$ cat src/rtl/tod_pkg.sv
package tod_pkg;
  localparam int SEC_W  = 32;
  localparam int NS_W   = 30;
  localparam int FRAC_W = 32;
  localparam int ARG_W  = 32;
  localparam int NSF_W  = NS_W + FRAC_W;
  localparam int INC_W  = FRAC_W + 8;
  localparam logic [NS_W-1:0] NS_PER_SEC = 30'd1_000_000_000;

  typedef enum logic [1:0] {
    OP_LOAD      = 2'd0,
    OP_STEP      = 2'd1,
    OP_BASE_RATE = 2'd2,
    OP_TEMP_RATE = 2'd3
  } tod_op_e;

  typedef struct packed {
    logic [SEC_W-1:0]  sec;
    logic [NS_W-1:0]   ns;
    logic [FRAC_W-1:0] frac;
  } tod_time_t;

  typedef struct packed {
    logic [NSF_W-1:0] nsf;
    logic             carry;
  } adv_res_t;

  typedef struct packed {
    logic [NS_W-1:0] ns;
    logic            borrow;
    logic            carry;
  } step_res_t;

  // Per-cycle increment in 2^-32 ns units: nominal ns plus signed trim.
  function automatic logic [INC_W-1:0] tod_increment(input logic [7:0] nom_ns,
                                                     input logic [ARG_W-1:0] trim);
    logic [INC_W-1:0] base, ext;
    base = {nom_ns, {FRAC_W{1'b0}}};
    ext  = {{(INC_W-ARG_W){trim[ARG_W-1]}}, trim};
    return base + ext;
  endfunction

  // Add an increment to the joined ns.frac value, folding one second.
  function automatic adv_res_t tod_advance(input logic [NSF_W-1:0] nsf,
                                           input logic [INC_W-1:0] inc);
    logic [NSF_W:0] sum, lim;
    adv_res_t r;
    lim = {1'b0, NS_PER_SEC, {FRAC_W{1'b0}}};
    sum = {1'b0, nsf} + {{(NSF_W+1-INC_W){1'b0}}, inc};
    if (sum >= lim) begin
      r.nsf   = NSF_W'(sum - lim);
      r.carry = 1'b1;
    end else begin
      r.nsf   = sum[NSF_W-1:0];
      r.carry = 1'b0;
    end
    return r;
  endfunction

  // Signed nanosecond shift with at most one borrow or carry.
  function automatic step_res_t tod_shift(input logic [NS_W-1:0] ns,
                                          input logic [ARG_W-1:0] amt);
    logic signed [ARG_W:0] s, lim;
    step_res_t r;
    lim = $signed({{(ARG_W+1-NS_W){1'b0}}, NS_PER_SEC});
    s   = $signed({{(ARG_W+1-NS_W){1'b0}}, ns}) + $signed({amt[ARG_W-1], amt});
    r.borrow = 1'b0;
    r.carry  = 1'b0;
    if (s < 0) begin
      r.ns = NS_W'(s + lim);
      r.borrow = 1'b1;
    end else if (s >= lim) begin
      r.ns = NS_W'(s - lim);
      r.carry = 1'b1;
    end else begin
      r.ns = NS_W'(s);
    end
    return r;
  endfunction
endpackage

$ cat src/rtl/tod_rate_ctrl.sv
module tod_rate_ctrl
  import tod_pkg::*;
#(
  parameter int NOM_INC_NS = 8,
  parameter int DUR_W      = 32
) (
  input  logic             clk,
  input  logic             rst_n,
  input  logic             set_base,
  input  logic             set_temp,
  input  logic [ARG_W-1:0] trim_arg,
  input  logic [DUR_W-1:0] dur_arg,
  output logic [INC_W-1:0] inc,
  output logic             temp_active,
  output logic             temp_expire
);
  logic [ARG_W-1:0] base_trim, temp_trim;
  logic [DUR_W-1:0] temp_left;

  assign temp_active = (temp_left != '0);
  assign temp_expire = (temp_left == DUR_W'(1)) && !set_temp;
  assign inc = tod_increment(8'(NOM_INC_NS), temp_active ? temp_trim : base_trim);

  always_ff @(posedge clk) begin
    if (!rst_n) begin
      base_trim <= '0;
      temp_trim <= '0;
      temp_left <= '0;
    end else begin
      if (set_base) base_trim <= trim_arg;
      if (set_temp) begin
        temp_trim <= trim_arg;
        temp_left <= dur_arg;
      end else if (temp_active) begin
        temp_left <= temp_left - DUR_W'(1);
      end
    end
  end
endmodule

$ cat src/rtl/tod_time_reg.sv
module tod_time_reg
  import tod_pkg::*;
(
  input  logic             clk,
  input  logic             rst_n,
  input  logic             do_load,
  input  logic             do_shift,
  input  tod_time_t        load_val,
  input  logic [ARG_W-1:0] shift_amt,
  input  logic [INC_W-1:0] inc,
  output tod_time_t        tod,
  output logic             sec_pulse,
  output logic             count_carry,
  output logic             shift_carry,
  output logic             shift_borrow
);
  adv_res_t  adv;
  step_res_t sh;
  tod_time_t nxt;

  always_comb begin
    adv = tod_advance({tod.ns, tod.frac}, inc);
    sh  = tod_shift(tod.ns, shift_amt);
    count_carry  = !do_load && !do_shift && adv.carry;
    shift_carry  = do_shift && !do_load && sh.carry;
    shift_borrow = do_shift && !do_load && sh.borrow;
    if (do_load) begin
      nxt = load_val;
    end else if (do_shift) begin
      nxt.ns   = sh.ns;
      nxt.frac = tod.frac;
      nxt.sec  = tod.sec + SEC_W'(sh.carry) - SEC_W'(sh.borrow);
    end else begin
      nxt.ns   = adv.nsf[NSF_W-1:FRAC_W];
      nxt.frac = adv.nsf[FRAC_W-1:0];
      nxt.sec  = tod.sec + SEC_W'(adv.carry);
    end
  end

  always_ff @(posedge clk) begin
    if (!rst_n) begin
      tod       <= '0;
      sec_pulse <= 1'b0;
    end else begin
      tod       <= nxt;
      sec_pulse <= count_carry;
    end
  end
endmodule

$ cat src/rtl/tod_snapshot.sv
module tod_snapshot
  import tod_pkg::*;
(
  input  logic      clk,
  input  logic      rst_n,
  input  logic      snap_req,
  input  tod_time_t tod,
  output tod_time_t snap,
  output logic      snap_valid
);
  always_ff @(posedge clk) begin
    if (!rst_n) begin
      snap       <= '0;
      snap_valid <= 1'b0;
    end else begin
      snap_valid <= snap_req;
      if (snap_req) snap <= tod;
    end
  end
endmodule

$ cat src/rtl/tod_counter.sv
module tod_counter
  import tod_pkg::*;
#(
  parameter int NOM_INC_NS = 8,
  parameter int DUR_W      = 32
) (
  input  logic              clk,
  input  logic              rst_n,
  input  logic              cmd_valid,
  input  logic [1:0]        cmd_op,
  input  logic [ARG_W-1:0]  cmd_arg_a,
  input  logic [ARG_W-1:0]  cmd_arg_b,
  input  logic [ARG_W-1:0]  cmd_arg_c,
  input  logic              snap_req,
  output logic [SEC_W-1:0]  tod_sec,
  output logic [NS_W-1:0]   tod_ns,
  output logic [FRAC_W-1:0] tod_frac,
  output logic              sec_pulse,
  output logic              snap_valid,
  output logic [SEC_W-1:0]  snap_sec,
  output logic [NS_W-1:0]   snap_ns,
  output logic [FRAC_W-1:0] snap_frac
);
  logic do_load, do_shift, set_base, set_temp;
  logic [INC_W-1:0] inc;
  logic temp_active, temp_expire;
  logic count_carry, shift_carry, shift_borrow;
  tod_time_t load_val, tod, snap;

  assign do_load  = cmd_valid && (cmd_op == OP_LOAD);
  assign do_shift = cmd_valid && (cmd_op == OP_STEP);
  assign set_base = cmd_valid && (cmd_op == OP_BASE_RATE);
  assign set_temp = cmd_valid && (cmd_op == OP_TEMP_RATE) && (cmd_arg_b[DUR_W-1:0] != '0);

  assign load_val.sec  = cmd_arg_a;
  assign load_val.ns   = cmd_arg_b[NS_W-1:0];
  assign load_val.frac = cmd_arg_c;

  tod_rate_ctrl #(.NOM_INC_NS(NOM_INC_NS), .DUR_W(DUR_W)) u_rate (
    .clk(clk), .rst_n(rst_n), .set_base(set_base), .set_temp(set_temp),
    .trim_arg(cmd_arg_a), .dur_arg(cmd_arg_b[DUR_W-1:0]), .inc(inc),
    .temp_active(temp_active), .temp_expire(temp_expire)
  );

  tod_time_reg u_time (
    .clk(clk), .rst_n(rst_n), .do_load(do_load), .do_shift(do_shift),
    .load_val(load_val), .shift_amt(cmd_arg_a), .inc(inc), .tod(tod),
    .sec_pulse(sec_pulse), .count_carry(count_carry),
    .shift_carry(shift_carry), .shift_borrow(shift_borrow)
  );

  tod_snapshot u_snap (
    .clk(clk), .rst_n(rst_n), .snap_req(snap_req), .tod(tod),
    .snap(snap), .snap_valid(snap_valid)
  );

  assign tod_sec   = tod.sec;
  assign tod_ns    = tod.ns;
  assign tod_frac  = tod.frac;
  assign snap_sec  = snap.sec;
  assign snap_ns   = snap.ns;
  assign snap_frac = snap.frac;
endmodule

$ cat config.mk
export PLATFORM = sky130hd
export DESIGN_NAME = tod_counter
export DESIGN_NICKNAME = d
export VERILOG_FILES = /design/src/rtl/tod_pkg.sv /design/src/rtl/tod_rate_ctrl.sv /design/src/rtl/tod_time_reg.sv /design/src/rtl/tod_snapshot.sv /design/src/rtl/tod_counter.sv
export SDC_FILE = /design/constraint.sdc
export NUM_CORES = 1
export LEC_CHECK = 0
export ABC_AREA = 1
export BUFFER_PORTS_ARGS = -buffer_cell sky130_fd_sc_hd__buf_2
export CAP_MARGIN = 20
export CORE_MARGIN = 2
export CORE_UTILIZATION = 30
export DETAILED_ROUTE_END_ITERATION = 16
export MAX_ROUTING_LAYER = met4
export PLACE_DENSITY = 0.46
export SETUP_SLACK_MARGIN = 0.02
export SLEW_MARGIN = 0
export SYNTH_ARGS = -nofsm -noshare
export SYNTH_HDL_FRONTEND = slang
export SYNTH_HIERARCHICAL = 1
export SYNTH_SLANG_ARGS = --single-unit
$ cat constraint.sdc
create_clock -name clk -period 5.35 [get_ports clk]
set_input_delay 0 -clock clk [delete_from_list [all_inputs] [get_ports clk]]
set_output_delay 0 -clock clk [all_outputs]
set_load 0.02 [all_outputs]
==> impl_results.md <==
- Total vias in the final route: 30700
- Core Region: roughly 84000 um2
- DRC violations left: 0
- Fin crit period: 5510 ps
- Row cnt: between 100 and 150
- Crit path max fanout: 8
- Worst skew pair latency: roughly 600 ps
- CP dominant cell by count: buf_4
- Worst slew margin: 40.6%
- CTS Sinks: 286
- Origin of the critical flop-to-flop path: u_rate/temp_left[30]$_SDFFE_PN0P_
- Achievable Freq: 181 MHz
- Most frequent cells in the layout: nand2_1, nor2_1, inv_1
- Largest stage delay, worst path: 320 ps
- Failing checks: setup timing
- Startpoint types: flip-flop
- Synthesized area per cell: 5.64 um2
- Area Overhead vs Synth: 44.7%
- Starting DRT DRC Count: 2212
- WHS Endpoint: u_time/tod[38]$_SDFF_PN0_
- Critical Path Sink Type: flip-flop
- RSZ-0062 raised after global routing: yes
- Nets: approximately 5600
- Share of cells above drive strength 1: approximately 28%
- # diodes: 0
- Slowest stage cell, crit path: dfxtp_1
- Worst R2R Path Depth: 44
- GRT overflow: 0
- GP Congestion: 0.983
- Die H: a little under 300 um
- CP arrival: about 6000 ps
- Max cap viols: 0
- Die ar.: roughly 87000 um2
- Initial antenna violation count: 0
- Hold Vio Cnt, Final: 0
- Clock Path Buffers: 3
- Reg clk slew, reported paths: 60 ps
- Global-route usage over all layers: 26.5%
- Critical path class: flip-flop to flip-flop
- CP required: roughly 5800 ps
- Yosys warnings: 6
- Synthesized area: 25300 um2
- Hold Slack: about 64 ps
- Setup violators final: 7
- First-pass GRT wire length: 170000 um
- CTS tree: built
- Worst slew pin tran: 891 ps
- Commonest non-fill, non-tap cell in the layout: nand2_1
- Hold Path Cell Cnt: 5
- Setup ws final: -164 ps
- Status: finished, violations left
- Slew Limit Fails: 0
- PortBufs: 291
- Worst Hold Class: input port to flip-flop
- Vias in the first global route: 28100
- Total Wirelength: 116000 um
- Pin count of the biggest net entering global routing: 165
- Wire per inst: 17.9 um
- Setup clock skew after layout: 25.5 ps
- R2R setup slack: -160 ps
- Die X-Extent: between 200 and 300 um
- Final Cell Area: 36600 um2
- Cts bufs inserted: 40
- Setup Slack @ Placement: -1030 ps
- Final Cycle Share: 103%
- Hpwl dp: around 91000 um
- P_leak: between 0.015 and 0.02 uW
- Routed Antenna Nets: 0
- Via/cell ratio: 4.74
- Peak supply drop: 0.248 mV
- Power Density: 299 nW/um2
- Clk root buf: clkbuf_16
- # IOs: 292
- Initial core utilization: just over 30%
- TritonRoute pass-1 iters: 8
- Worst r2r dst: u_time/tod[29]$_SDFFE_PN0P_
- H-tree depth: 2
- Hold path start: cmd_op[0]
- DP Area: 31400 um2
- Mapped Cells: 4482
## metrics by stage
stage | std cells | TNS, ps | total power, uW | utilization, %
after detailed placement | 6234 | -14040 | 7480 | 37.6
after global placement | 6234 | -15560 | 7490 | 37.6
final | 6485 | -544 | 11000 | 43.8
after global routing | 6485 | -4380 | 11600 | 43.8
after CTS | 6452 | -592 | 10800 | 42.3
after floorplan | 4485 | 0 | 5460 | -
## final cells by class
class / count / area [um2]
Clock buffer: 57 / 1170
Clock inverter: 16 / 209
Fill cell: 9133 / 47000
Inverter: 651 / 2470
Multi-Input combinational cell: 3424 / 18600
Sequential cell: 286 / 5740
Tap cell: 1080 / 1350
Timing Repair Buffer: 969 / 7010
Timing Repair inverter: 2 / 15.0
## worst max-delay path, delay by kind of cell (launching register included)
kind / cells / cell delay (ps)
buf+inv: 27 / 3290
simple gates: 14 / 1330
flops: 1 / 320
fa+ha+maj: 1 / 250
compound gates: 2 / 220
## state kept, by name, indices dropped and copies added (netlist names)
register	cells
u_rate/base_trim	32
u_rate/temp_left	32
u_rate/temp_trim	32
u_snap/snap	94
u_snap/snap_valid	1
u_time/sec_pulse	1
u_time/tod	94
## how the worst max path moves through the flow
stage                                                 start                     endpoint  depth (start not counted)
after detailed placement  u_rate/temp_left[24]$_SDFFE_PN0P_    u_time/tod[90]$_SDFF_PN0_                         39
after global routing       u_rate/temp_left[0]$_SDFFE_PN0P_    u_time/tod[90]$_SDFF_PN0_                         45
final                     u_rate/temp_left[30]$_SDFFE_PN0P_  u_time/tod[29]$_SDFFE_PN0P_                         44
after CTS                  u_rate/temp_left[0]$_SDFFE_PN0P_    u_time/tod[88]$_SDFF_PN0_                         42
after floorplan            u_rate/temp_left[0]$_SDFFE_PN0P_    u_time/tod[90]$_SDFF_PN0_                         45
after global placement    u_rate/temp_left[24]$_SDFFE_PN0P_    u_time/tod[90]$_SDFF_PN0_                         39
## metal layers
metal | routed length, um | track usage [%]
met1 | 53700 | 35.0
met2 | 53700 | 43.2
met3 | 5520 | 2.42
met4 | 3400 | 7.55
met5 | 0 | -
## report_power, final
part | internal, uW | switching [uW] | leakage, uW
logic | 2270 | 3230 | 0.0163
registers | 2370 | 265 | 0.00236
clock network | 1670 | 1140 | 0.000662
## what timing repair did
item,4_1_cts,5_1_grt
endpoints found under the hold margin,229,0
hold buffers,99,0
resized for setup,255,256
setup buffers,42,32
endpoints found under the setup margin,28,24
gates cloned,4,0
pin swaps,62,135
No activity file was read; power rests on OpenSTA's default activity.
